$ cat src/rtl/shutter_pkg.sv
package shutter_pkg;
  parameter int LOAD_W = 9;

  typedef enum logic [1:0] {
    MODE_FLICKERLESS = 2'b00,
    MODE_HIGH        = 2'b01,
    MODE_LOW         = 2'b10,
    MODE_OFF         = 2'b11
  } shutMode_e;

  // strobes and limits passed from control to datapath
  typedef struct packed {
    logic              lineStart;
    logic              fieldStart;
    logic              readGate;
    logic [LOAD_W-1:0] stopLines;
  } ctrlBus_t;
endpackage

$ cat src/rtl/shutter_ctrl.sv
module shutter_ctrl
  import shutter_pkg::*;
#(
  parameter int FL_STOP_NTSC = 105,
  parameter int FL_STOP_PAL  = 182
) (
  input  logic              clk,
  input  logic              rstN,
  input  logic              hsyncStb,
  input  logic              vsyncStb,
  input  logic [1:0]        modeSel,
  input  logic [LOAD_W-1:0] loadVal,
  input  logic              palSel,
  input  logic              readEnPin,
  output ctrlBus_t          bus,
  output logic              writeEn
);
  localparam int FLD_W = LOAD_W + 1;
  localparam logic [LOAD_W-1:0] LOAD_MAX = '1;

  logic              lowMode;
  logic [LOAD_W-1:0] effLoad;
  logic [LOAD_W-1:0] span;
  logic [FLD_W-1:0]  lastField;
  logic [FLD_W-1:0]  fieldCnt;
  logic [FLD_W-1:0]  nextCnt;
  logic              wenQ;
  logic [LOAD_W-1:0] stopLines;

  assign lowMode   = (modeSel == MODE_LOW);
  // illegal all-ones load in slow mode is replaced by the next value down
  assign effLoad   = (lowMode && loadVal == LOAD_MAX) ? LOAD_MAX - 1'b1 : loadVal;
  assign span      = LOAD_MAX - effLoad;
  assign lastField = {span, 1'b0} - 1'b1;
  assign nextCnt   = (fieldCnt >= lastField) ? '0 : fieldCnt + 1'b1;

  always_comb begin
    case (modeSel)
      MODE_HIGH:        stopLines = span;
      MODE_FLICKERLESS: stopLines = palSel ? LOAD_W'(FL_STOP_PAL) : LOAD_W'(FL_STOP_NTSC);
      default:          stopLines = '0;
    endcase
  end

  always_ff @(posedge clk) begin
    if (!rstN) begin
      fieldCnt <= '0;
      wenQ     <= 1'b0;
    end else if (vsyncStb) begin
      if (lowMode) begin
        fieldCnt <= nextCnt;
        wenQ     <= (nextCnt == lastField);
      end else begin
        fieldCnt <= '0;
        wenQ     <= 1'b0;
      end
    end
  end

  assign bus.lineStart  = hsyncStb;
  assign bus.fieldStart = vsyncStb;
  assign bus.readGate   = readEnPin && (!lowMode || wenQ);
  assign bus.stopLines  = stopLines;
  assign writeEn        = wenQ;


  wen_field_chk: assert property (@(posedge clk) disable iff (!rstN)
    !$stable(wenQ) |-> $past(vsyncStb));


  wen_lowmode_chk: assert property (@(posedge clk) disable iff (!rstN)
    $rose(wenQ) |-> $past(modeSel == MODE_LOW));
endmodule

$ cat src/rtl/shutter_dp.sv
module shutter_dp
  import shutter_pkg::*;
#(
  parameter int LINE_W    = 10,
  parameter int READ_LINE = 3
) (
  input  logic     clk,
  input  logic     rstN,
  input  ctrlBus_t bus,
  output logic     dischargePulse,
  output logic     readoutPulse
);
  localparam logic [LINE_W-1:0] LINE_MAX = '1;

  logic [LINE_W-1:0] lineCnt;
  logic [LINE_W-1:0] stopExt;
  logic              dischQ;
  logic              readQ;

  assign stopExt = LINE_W'(bus.stopLines);

  always_ff @(posedge clk) begin
    if (!rstN) begin
      lineCnt <= '0;
      dischQ  <= 1'b0;
      readQ   <= 1'b0;
    end else begin
      dischQ <= 1'b0;
      readQ  <= 1'b0;
      if (bus.fieldStart) begin
        lineCnt <= '0;
      end else if (bus.lineStart) begin
        if (lineCnt != LINE_MAX) lineCnt <= lineCnt + 1'b1;
        dischQ <= (lineCnt < stopExt);
        readQ  <= (lineCnt == LINE_W'(READ_LINE)) && bus.readGate;
      end
    end
  end

  assign dischargePulse = dischQ;
  assign readoutPulse   = readQ;


  disch_line_chk: assert property (@(posedge clk) disable iff (!rstN)
    dischQ |-> $past(bus.lineStart && !bus.fieldStart));


  read_line_chk: assert property (@(posedge clk) disable iff (!rstN)
    readQ |-> $past(bus.lineStart && !bus.fieldStart));
endmodule

$ cat src/rtl/ccd_shutter_top.sv
module ccd_shutter_top
  import shutter_pkg::*;
#(
  parameter int LINE_W       = 10,
  parameter int READ_LINE    = 3,
  parameter int FL_STOP_NTSC = 105,
  parameter int FL_STOP_PAL  = 182
) (
  input  logic              clk,
  input  logic              rstN,
  input  logic              hsyncStb,
  input  logic              vsyncStb,
  input  logic [1:0]        modeSel,
  input  logic [LOAD_W-1:0] loadVal,
  input  logic              palSel,
  input  logic              readEnPin,
  output logic              dischargePulse,
  output logic              readoutPulse,
  output logic              writeEn
);
  ctrlBus_t bus;

  shutter_ctrl #(
    .FL_STOP_NTSC(FL_STOP_NTSC),
    .FL_STOP_PAL (FL_STOP_PAL)
  ) uCtrl (
    .clk      (clk),
    .rstN     (rstN),
    .hsyncStb (hsyncStb),
    .vsyncStb (vsyncStb),
    .modeSel  (modeSel),
    .loadVal  (loadVal),
    .palSel   (palSel),
    .readEnPin(readEnPin),
    .bus      (bus),
    .writeEn  (writeEn)
  );

  shutter_dp #(
    .LINE_W   (LINE_W),
    .READ_LINE(READ_LINE)
  ) uDp (
    .clk           (clk),
    .rstN          (rstN),
    .bus           (bus),
    .dischargePulse(dischargePulse),
    .readoutPulse  (readoutPulse)
  );


  read_inhibit_chk: assert property (@(posedge clk) disable iff (!rstN)
    readoutPulse |-> $past(readEnPin));


  off_nodisch_chk: assert property (@(posedge clk) disable iff (!rstN)
    $past(modeSel == MODE_OFF) |-> !dischargePulse);


  low_read_chk: assert property (@(posedge clk) disable iff (!rstN)
    (readoutPulse && $past(modeSel == MODE_LOW)) |-> writeEn);
endmodule

$ cat config.mk
export PLATFORM = sky130hd
export DESIGN_NAME = ccd_shutter_top
export DESIGN_NICKNAME = d
export VERILOG_FILES = /design/src/rtl/shutter_pkg.sv /design/src/rtl/shutter_ctrl.sv /design/src/rtl/shutter_dp.sv /design/src/rtl/ccd_shutter_top.sv
export SDC_FILE = /design/constraint.sdc
export NUM_CORES = 1
export LEC_CHECK = 0
export CAP_MARGIN = 20
export CORE_MARGIN = 2
export CORE_UTILIZATION = 40
export DETAILED_ROUTE_END_ITERATION = 7
export PLACE_DENSITY_LB_ADDON = 0.08
export SYNTH_ARGS = -nofsm -noshare
export SYNTH_HDL_FRONTEND = slang
export SYNTH_HIERARCHICAL = 1
export SYNTH_SLANG_ARGS = --single-unit
$ cat constraint.sdc
create_clock -name clk -period 4.22 [get_ports clk]
set_input_delay 0.633 -clock clk [delete_from_list [all_inputs] [get_ports clk]]
set_output_delay 0.633 -clock clk [all_outputs]
set_load 0.02 [all_outputs]
==> impl_results.md, run 1 <==
* Status: finished, final reports clean
* Hold Vio Cnt, Final at 0
* Critical Path Fanout Max at 7
* Row cnt at 27
* EDFF count, synth at 0
* Via count at 2026
* Detailed Routing Iterations Pass 1 at 4
* Drt wl/cell at 14.76 µm
* Setup Viol. Count Final at 0
* Vias in the first global route at 1876
* RePlAce Congestion at 0.8394
* Total gr overflow at 0
* Post-route design area at 2591 µm²
* Post-synthesis sequential area ratio at 0.2064
* Synth cell count leaders: dfxtp_1, a21oi_1, inv_1
* Asr flop ratio synth at 0
* GRT Util Overall at 0.1825
* Leakage at 0.9990 nW
* Final period utilization at 0.9269
* Area leader, netlist: dfxtp_1
* Diode count at 0
* Area contributors post-synth: dfxtp_1, ha_1, a21oi_1
* Critical Path, Cell by Cell: clkdlybuf4s50_1, nand4_1, or3_1, a21oi_1, ha_1, a211oi_1, o211ai_1, a41oi_1, buf_4, nor2_1, or4_1, a32o_1, o21ai_2
* CP peak stage delay at 540 ps
* Yosys warns at 6
* FILL cells at 567
* Max Clk Rate at 255.6 MHz
* Root Driver: clkbuf_8
* Maximum VDD drop at 0.0001064 V
* Worst Max-Slew Pin Slew at 557.0 ps
* Critical path class: in2reg
* Layout cell share with drive strength beyond 1 at 0.09967
* Die H at 78.68 µm
* Top-count cell post-synth: dfxtp_1
* Initial antenna violation count at 0
* Largest net degree at the start of global routing at 16
* Synthesized flop and latch total at 23
* MaxCap Viol Count at 0
* CP Capture Point: uCtrl/writeEn$_SDFFE_PN0P_
* R2r endpoint: uCtrl/writeEn$_SDFFE_PN0P_
* DR vias/cell at 5.432
* Critical path arrival at 4130 ps
* R2R depth at 8
* Initial Utilization at 0.4102
* Clock Skews at 6.054 ps
* DR iter-0 viols at 85
* Pwr per Cell Area at 179.0 nW/µm²
* Critical path origin: loadVal[5]
* WL final at 5506 µm
* Levels on crit path at 13
* Hold WC Path Type: reg2reg
* Clk buf depth at 2
* Worst-path clk slew at 100 ps
* Setup bufs post-CTS at 0
* Layout area overhead at 16.15%
* Post-DP HPWL at 4253 µm
* # nets final at 338
* Die width at 78.68 µm
* CTS tree: built
* Worst path buffer plus inverter count at 2
* Hold-fix buffer count after cts at 0
* Startpoint type of the worst setup path: primary input
* Placed Area at 2545 µm²
* Post-layout min period at 3912 ps
* Netlist Area Pre-Place at 2231 µm²
* CP max stage cell: clkdlybuf4s50_1
* Maximum level of the CTS H-tree at 1
* Top_reg_cell synth: dfxtp_1
* Syn avg cell area at 8.054 µm²
* RSZ-0062 raised after global routing: no
* Worst-Skew Late Latency at 270 ps
* Post-route ant nets at 0
* Fin. max-slew vios at 0
* Crit path max-delay family: simple AND/OR/NAND/NOR gates
* Critical path capture point type: flop
* Util after Layout at 0.4764
* Worst slew margin at 0.6275
* Area share of the largest cell type after synthesis at 0.2064
* Cells after Synth at 277
* Setup TNS at 0 ps
* Resized cells post-CTS at 0
* Io pins at 20
* Die area at 6191 µm²
* Placeable Area at 5439 µm²
* Reg2reg setup slack at 1610 ps
* Number of port buffers at 19
* First-pass GRT wire length at 9135 µm
* Worst EP required at 4440 ps
* Syn nets at 313
* DRC at 0
* Total CTS buffers at 3
* Clock Sinks at 23
* Critical R2R Launch: uCtrl/fieldCnt[0]$_SDFFE_PN0P_
* Library cells used by synthesis at 66
[cells by family after synthesis]
group | count (synthesis) | synth area share
AOI/OAI and AO/OA | 68 | 0.2176
xor gates and xnor gates | 19 | 0.09086
adders and majority gates | 19 | 0.1066
buffers and inverters | 32 | 0.06225
DFF | 23 | 0.2064
muxes | 4 | 0.01851
and+or+nand+nor | 112 | 0.2978
[stage by stage]
step	total power, mW	hold WS, ps	std cells	worst slack (ps)
global placement	0.3225	532.0	369	153.7
detailed placement	0.3217	522.6	369	45.24
global route	0.4902	565.6	373	59.70
CTS	0.4732	536.8	373	327.2
floorplan	0.2821	501.5	277	555.4
finish	0.4639	531.9	373	308.4
[cell type report]
cell class                      count  area [µm²]  area share
Clock inverter                      1       5.005    0.001931
Inverter                           20       75.07     0.02897
Timing Repair Buffer               32       287.8      0.1111
Multi-Input combinational cell    222        1632      0.6296
Clock buffer                        3       41.29     0.01593
Sequential cell                    23       460.4      0.1777
Tap cell                           72       90.09     0.03477
[sequential cells by signal, indices dropped and copies added, names as in the netlist]
signal,flops
uCtrl/fieldCnt,10
uCtrl/writeEn,1
uDp/dischargePulse,1
uDp/lineCnt,10
uDp/readoutPulse,1
[worst reg2reg max path, cell delays in order (launching register included)]
cell and delay, ps:
dfxtp_1 460, ha_1 280, nand3_1 230, nor3_1 290, xnor2_1 230, xor3_1 310, a2111oi_0 390, o311ai_1 190
o21ai_2 150
[cell usage in the layout (no fill, tap or decap), types with 3 or more instances in the layout]
cell type         n
a211oi_1          4
a21boi_0          3
a21oi_1          21
and2_1            3
and3_1            7
buf_4            13
clkbuf_8          3
clkdlybuf4s50_1  19
dfxtp_1          23
ha_1             19
inv_1            20
mux2i_1           3
nand2_1          19
nand2b_1         10
nand3_1           6
nand3b_1          3
nand4_1           8
nand4b_1          4
nor2_1           16
nor2b_1           8
nor3_1            8
nor4_1            4
o21ai_0          11
o22ai_1           3
xnor2_1          12
xor2_1            4
[worst min path at each step]
stage,start,endpoint,depth (start not counted),slack [ps]
5_1_grt,uCtrl/writeEn$_SDFFE_PN0P_,uCtrl/writeEn$_SDFFE_PN0P_,2,570
2_1_floorplan,uCtrl/fieldCnt[4]$_SDFFE_PN0P_,uCtrl/fieldCnt[4]$_SDFFE_PN0P_,2,500
6_report,uCtrl/writeEn$_SDFFE_PN0P_,uCtrl/writeEn$_SDFFE_PN0P_,2,530
4_1_cts,uCtrl/writeEn$_SDFFE_PN0P_,uCtrl/writeEn$_SDFFE_PN0P_,2,540
3_5_place_dp,uCtrl/writeEn$_SDFFE_PN0P_,uCtrl/writeEn$_SDFFE_PN0P_,2,520
3_3_place_gp,uCtrl/writeEn$_SDFFE_PN0P_,uCtrl/writeEn$_SDFFE_PN0P_,2,530
[metal layers]
layer | GRT usage | wire (µm)
met5 | 0 | 0
met4 | 0.05088 | 85
met1 | 0.2642 | 2908
met3 | 0.02874 | 218
met2 | 0.2786 | 2295
[where the power goes]
part / total, mW / switching, mW / leakage, nW / internal (mW)
Sequential: 0.220 / 0.00174 / 0.186 / 0.218
Clock: 0.147 / 0.0809 / 0.0255 / 0.0661
Combinational: 0.0968 / 0.0496 / 0.788 / 0.0471
Total: 0.464 / 0.132 / 0.999 / 0.332
No activity file was read; power rests on OpenSTA's default activity.
==> run 2: changes to the inputs <==
- PLACE_DENSITY_LB_ADDON: 0.08 -> default
- clock period: 4.22 -> 3.5 ns (I/O delays scaled with it)
==> impl_results.md, run 2 (synthesized netlist as in run 1, its figures left out) <==
* Clock Skews at 3.615 ps
* Placed cell count at 392
* Row cnt at 27
* Initial Utilization at 0.4102
* Util after Layout at 0.5431
* Die width at 78.68 µm
* DR vias/cell at 5.436
* First-pass GRT wire length at 9853 µm
* Worst EP required at 3710 ps
* Hold Vio Cnt, Final at 0
* Startpoint type of the worst setup path: primary input
* GRT Util Overall at 0.1949
* WL final at 5917 µm
* Total CTS buffers at 3
* Initial antenna violation count at 0
* Number of port buffers at 19
* Largest net degree at the start of global routing at 16
* Critical path arrival at 3560 ps
* Commonest non-fill, non-tap cell in the layout: buf_4
* Die area at 6191 µm²
* MaxCap Viol Count at 0
* Worst-Skew Late Latency at 260 ps
* Hold-fix buffer count after cts at 0
* Io pins at 20
* Post-route ant nets at 0
* DR iter-0 viols at 125
* # nets final at 373
* Die H at 78.68 µm
* Root Driver: clkbuf_8
* Worst slew margin at 0.6685
* Pwr per Cell Area at 199.7 nW/µm²
* Worst-path clk slew at 90 ps
* Layout cell share with drive strength beyond 1 at 0.2411
* Finished Layout Cells at 408
* Fin. max-slew vios at 0
* Layout area overhead at 32.42%
* Clock Sinks at 23
* RSZ-0062 raised after global routing: yes
* Worst Max-Slew Pin Slew at 495.7 ps
* RePlAce Congestion at 0.8447
* Most frequent cells in the layout: buf_4, dfxtp_1, inv_1
* Vias in the first global route at 2088
* Post-layout min period at 3354 ps
* Status: finished, final reports clean
* Setup Viol. Count Final at 0
* Maximum VDD drop at 0.0001116 V
* CTS tree: built
* Placeable Area at 5439 µm²
* Max Clk Rate at 298.1 MHz
* Hold WC Path Type: reg2reg
* Final period utilization at 0.9583
* FILL cells at 522
* Critical Path Fanout Max at 3
* Biggest regs: uCtrl/fieldCnt (10), uDp/lineCnt (10)
* Diode count at 0
* Leakage at 1.193 nW
* Clk buf depth at 2
* Drt wl/cell at 14.50 µm
* Post-DP HPWL at 4398 µm
* Critical path capture point type: flop
* Critical path class: in2reg
* Via count at 2218
* DRC at 0
* Total gr overflow at 0
* Maximum level of the CTS H-tree at 1
* Detailed Routing Iterations Pass 1 at 4
## run 2: metal layers
| metal | global-route usage | wire [µm] |
|---|---|---|
| met5 | 0 | 0 |
| met4 | 0.02632 | 29 |
| met3 | 0.02299 | 193 |
| met2 | 0.3188 | 2709 |
| met1 | 0.2807 | 2984 |
## run 2: final timing paths
kind	from	cells after the start	slack (ps)	endpoint
worst max-delay path	loadVal[3]	13	150	uCtrl/writeEn$_SDFFE_PN0P_
worst min-delay path	uCtrl/writeEn$_SDFFE_PN0P_	2	550	uCtrl/writeEn$_SDFFE_PN0P_
worst max register to register	uCtrl/fieldCnt[0]$_SDFFE_PN0P_	8	940	uCtrl/writeEn$_SDFFE_PN0P_
worst min register to register	uCtrl/writeEn$_SDFFE_PN0P_	2	550	uCtrl/writeEn$_SDFFE_PN0P_
## run 2: critical path, cell delays in order
cell	delay [ps]
clkdlybuf4s50_1	500
nand4_1	170
buf_4	190
nor4b_1	300
buf_4	180
xor2_1	80
ha_1	200
a2111o_1	300
a41oi_2	220
nor2_2	60
or4_1	500
a32o_1	230
o21ai_2	90
## run 2: through the flow
stage               worst slack (ps)  TNS, ps  power [mW]  hold WS [ps]  area (µm²)
finish                         145.8        0      0.5898         546.6        2954
global placement              -295.6    -1512      0.4031         544.1        2725
detailed placement            -292.9    -1523      0.4035         544.8        2725
global route                  -101.8   -254.8      0.6218         577.7        2954
floorplan                      73.96        0      0.3406         501.5        2238
CTS                            41.80        0      0.5822         555.7        2830
## run 2: area by class of cell
class / count / area [µm²] / share of cell area
Sequential cell: 23 / 460.4 / 0.1559
Clock buffer: 4 / 45.04 / 0.01525
Timing Repair Buffer: 67 / 560.5 / 0.1898
Tap cell: 72 / 90.09 / 0.03050
Multi-Input combinational cell: 222 / 1723 / 0.5832
Inverter: 20 / 75.07 / 0.02541
## run 2: repair_timing
action	in CTS	in global routing
endpoints found under the hold margin	0	0
endpoints found under the setup margin	1	9
resized for setup	2	27
gates cloned	0	1
buffers inserted	7	4
pin swaps	1	15
## run 2: power by group
part / total [mW] / switching [mW] / internal (mW)
logic: 0.153 / 0.0711 / 0.0820
registers: 0.265 / 0.00210 / 0.263
clock network: 0.171 / 0.0900 / 0.0813
total: 0.590 / 0.163 / 0.427
==> run 3: changes to the inputs <==
- CORE_MARGIN: 2 -> default
==> impl_results.md, run 3 (synthesized netlist as in run 1, its figures left out) <==
* Number of port buffers at 19
* Layout cell share with drive strength beyond 1 at 0.2242
* Hold-fix buffer count after cts at 0
* Startpoint type of the worst setup path: primary input
* Leakage at 1.234 nW
* Pwr per Cell Area at 198.4 nW/µm²
* First-pass GRT wire length at 9315 µm
* Post-route ant nets at 0
* Critical path class: in2reg
* Biggest regs: uCtrl/fieldCnt (10), uDp/lineCnt (10)
* Critical Path Fanout Max at 4
* Max Clk Rate at 291.2 MHz
* Clock Sinks at 23
* Total gr overflow at 0
* Fin. max-slew vios at 0
* Critical Path, Cell by Cell: clkdlybuf4s50_1, and3_1, and3_1, mux2_2, ha_1, a2111o_1, a41oi_2, nor2_2, buf_4, nor4b_1, o311ai_2, o21ai_2
* Diode count at 0
* Worst EP required at 3710 ps
* CP max stage cell: clkdlybuf4s50_1
* Hold Vio Cnt, Final at 0
* GRT Util Overall at 0.1948
* Post-layout min period at 3434 ps
* Drt wl/cell at 14.08 µm
* Crit path max-delay family: compound AO/OA/AOI/OAI gates
* DR vias/cell at 5.360
* Util after Layout at 0.5571
* Critical path capture point type: flop
* Setup Viol. Count Final at 0
* Status: finished, final reports clean
* Post-route design area at 2918 µm²
* WL final at 5632 µm
* Worst-path clk slew at 90 ps
* Root Driver: clkbuf_8
* MaxCap Viol Count at 0
* Worst Max-Slew Pin Slew at 523.8 ps
* Levels on crit path at 12
* DRC at 0
* Most used cell, CP: and3_1
* Largest net degree at the start of global routing at 16
* RePlAce Congestion at 0.8844
* Clock Skews at 7.783 ps
* Die width at 76.68 µm
* Placeable Area at 5238 µm²
* Worst slew margin at 0.6418
* WHS at 518.1 ps
* Overall power consumption at 578.8 µW
* Via count at 2144
* Maximum level of the CTS H-tree at 1
* Hold WC Path Type: reg2reg
* Hold Path Cell Cnt at 2
* DR iter-0 viols at 135
* Maximum VDD drop at 0.0001368 V
* Die area at 5880 µm²
* CTS tree: built
* Final period utilization at 0.9812
* Die H at 76.68 µm
* Initial Utilization at 0.4259
* Critical path arrival at 3650 ps
* Io pins at 20
* Most frequent cells in the layout: buf_4, dfxtp_1, inv_1
* Vias in the first global route at 1965
* CP peak stage delay at 510 ps
* R2R depth at 8
* Placed Area at 2700 µm²
* Commonest non-fill, non-tap cell in the layout: buf_4
* # nets final at 367
* Worst path buffer plus inverter count at 2
* Detailed Routing Iterations Pass 1 at 4
* Post-DP HPWL at 4297 µm
* Clk buf depth at 2
* Layout area overhead at 30.79%
* Total CTS buffers at 3
* FILL cells at 486
* Row cnt at 26
* Worst-Skew Late Latency at 270 ps
* Initial antenna violation count at 0
## run 3: tightest hold or removal path: cells and delay by family, from the launching register on
kind,cells,cell delay (ps)
AND/OR/NAND/NOR,1,100
AO/OA/AOI/OAI,1,50
flip-flops,1,330
## run 3: area by class of cell
class	instances	area (µm²)	share of cell area
multi-input cells	222	1718	0.5888
repair buffers	61	530.5	0.1818
flip-flops and latches	23	460.4	0.1578
well taps	70	87.58	0.03002
inverters	20	75.07	0.02573
clock buffers	3	41.29	0.01415
clock inverters	1	5.005	0.001715
## run 3: repair_timing
action / in CTS / in global routing
resized for setup: 4 / 24
endpoints found under the setup margin: 2 / 9
hold endpoints to repair: 0 / 0
buffers inserted: 4 / 5
pin swaps: 3 / 12
## run 3: metrics by stage
stage	TNS, ps	worst slack (ps)	cells
detailed placement	-1988	-370.7	387
finish	0	65.64	400
global route	-52.81	-52.81	400
CTS	0	5.009	395
floorplan	0	73.96	277
global placement	-1825	-342.0	387
## run 3: power by group
part	internal, mW	total (mW)	switching (mW)
registers	0.263	0.266	0.00219
clock network	0.0797	0.173	0.0933
logic	0.0730	0.140	0.0673
total	0.416	0.579	0.163
## run 3: final timing paths
kind	from	to	slack (ps)
max	loadVal[0]	uCtrl/writeEn$_SDFFE_PN0P_	70
min	uCtrl/writeEn$_SDFFE_PN0P_	uCtrl/writeEn$_SDFFE_PN0P_	520
max reg2reg	uCtrl/fieldCnt[0]$_SDFFE_PN0P_	uCtrl/writeEn$_SDFFE_PN0P_	810
min reg2reg	uCtrl/writeEn$_SDFFE_PN0P_	uCtrl/writeEn$_SDFFE_PN0P_	520
## run 3: metal layers
metal | GRT usage | up-vias | share of wire
li1 | - | 1127 | -
met1 | 0.2671 | 970 | 0.50
met2 | 0.3259 | 40 | 0.46
met3 | 0.02262 | 7 | 0.033
met4 | 0.04038 | 0 | 0.0083
met5 | 0 | - | 0
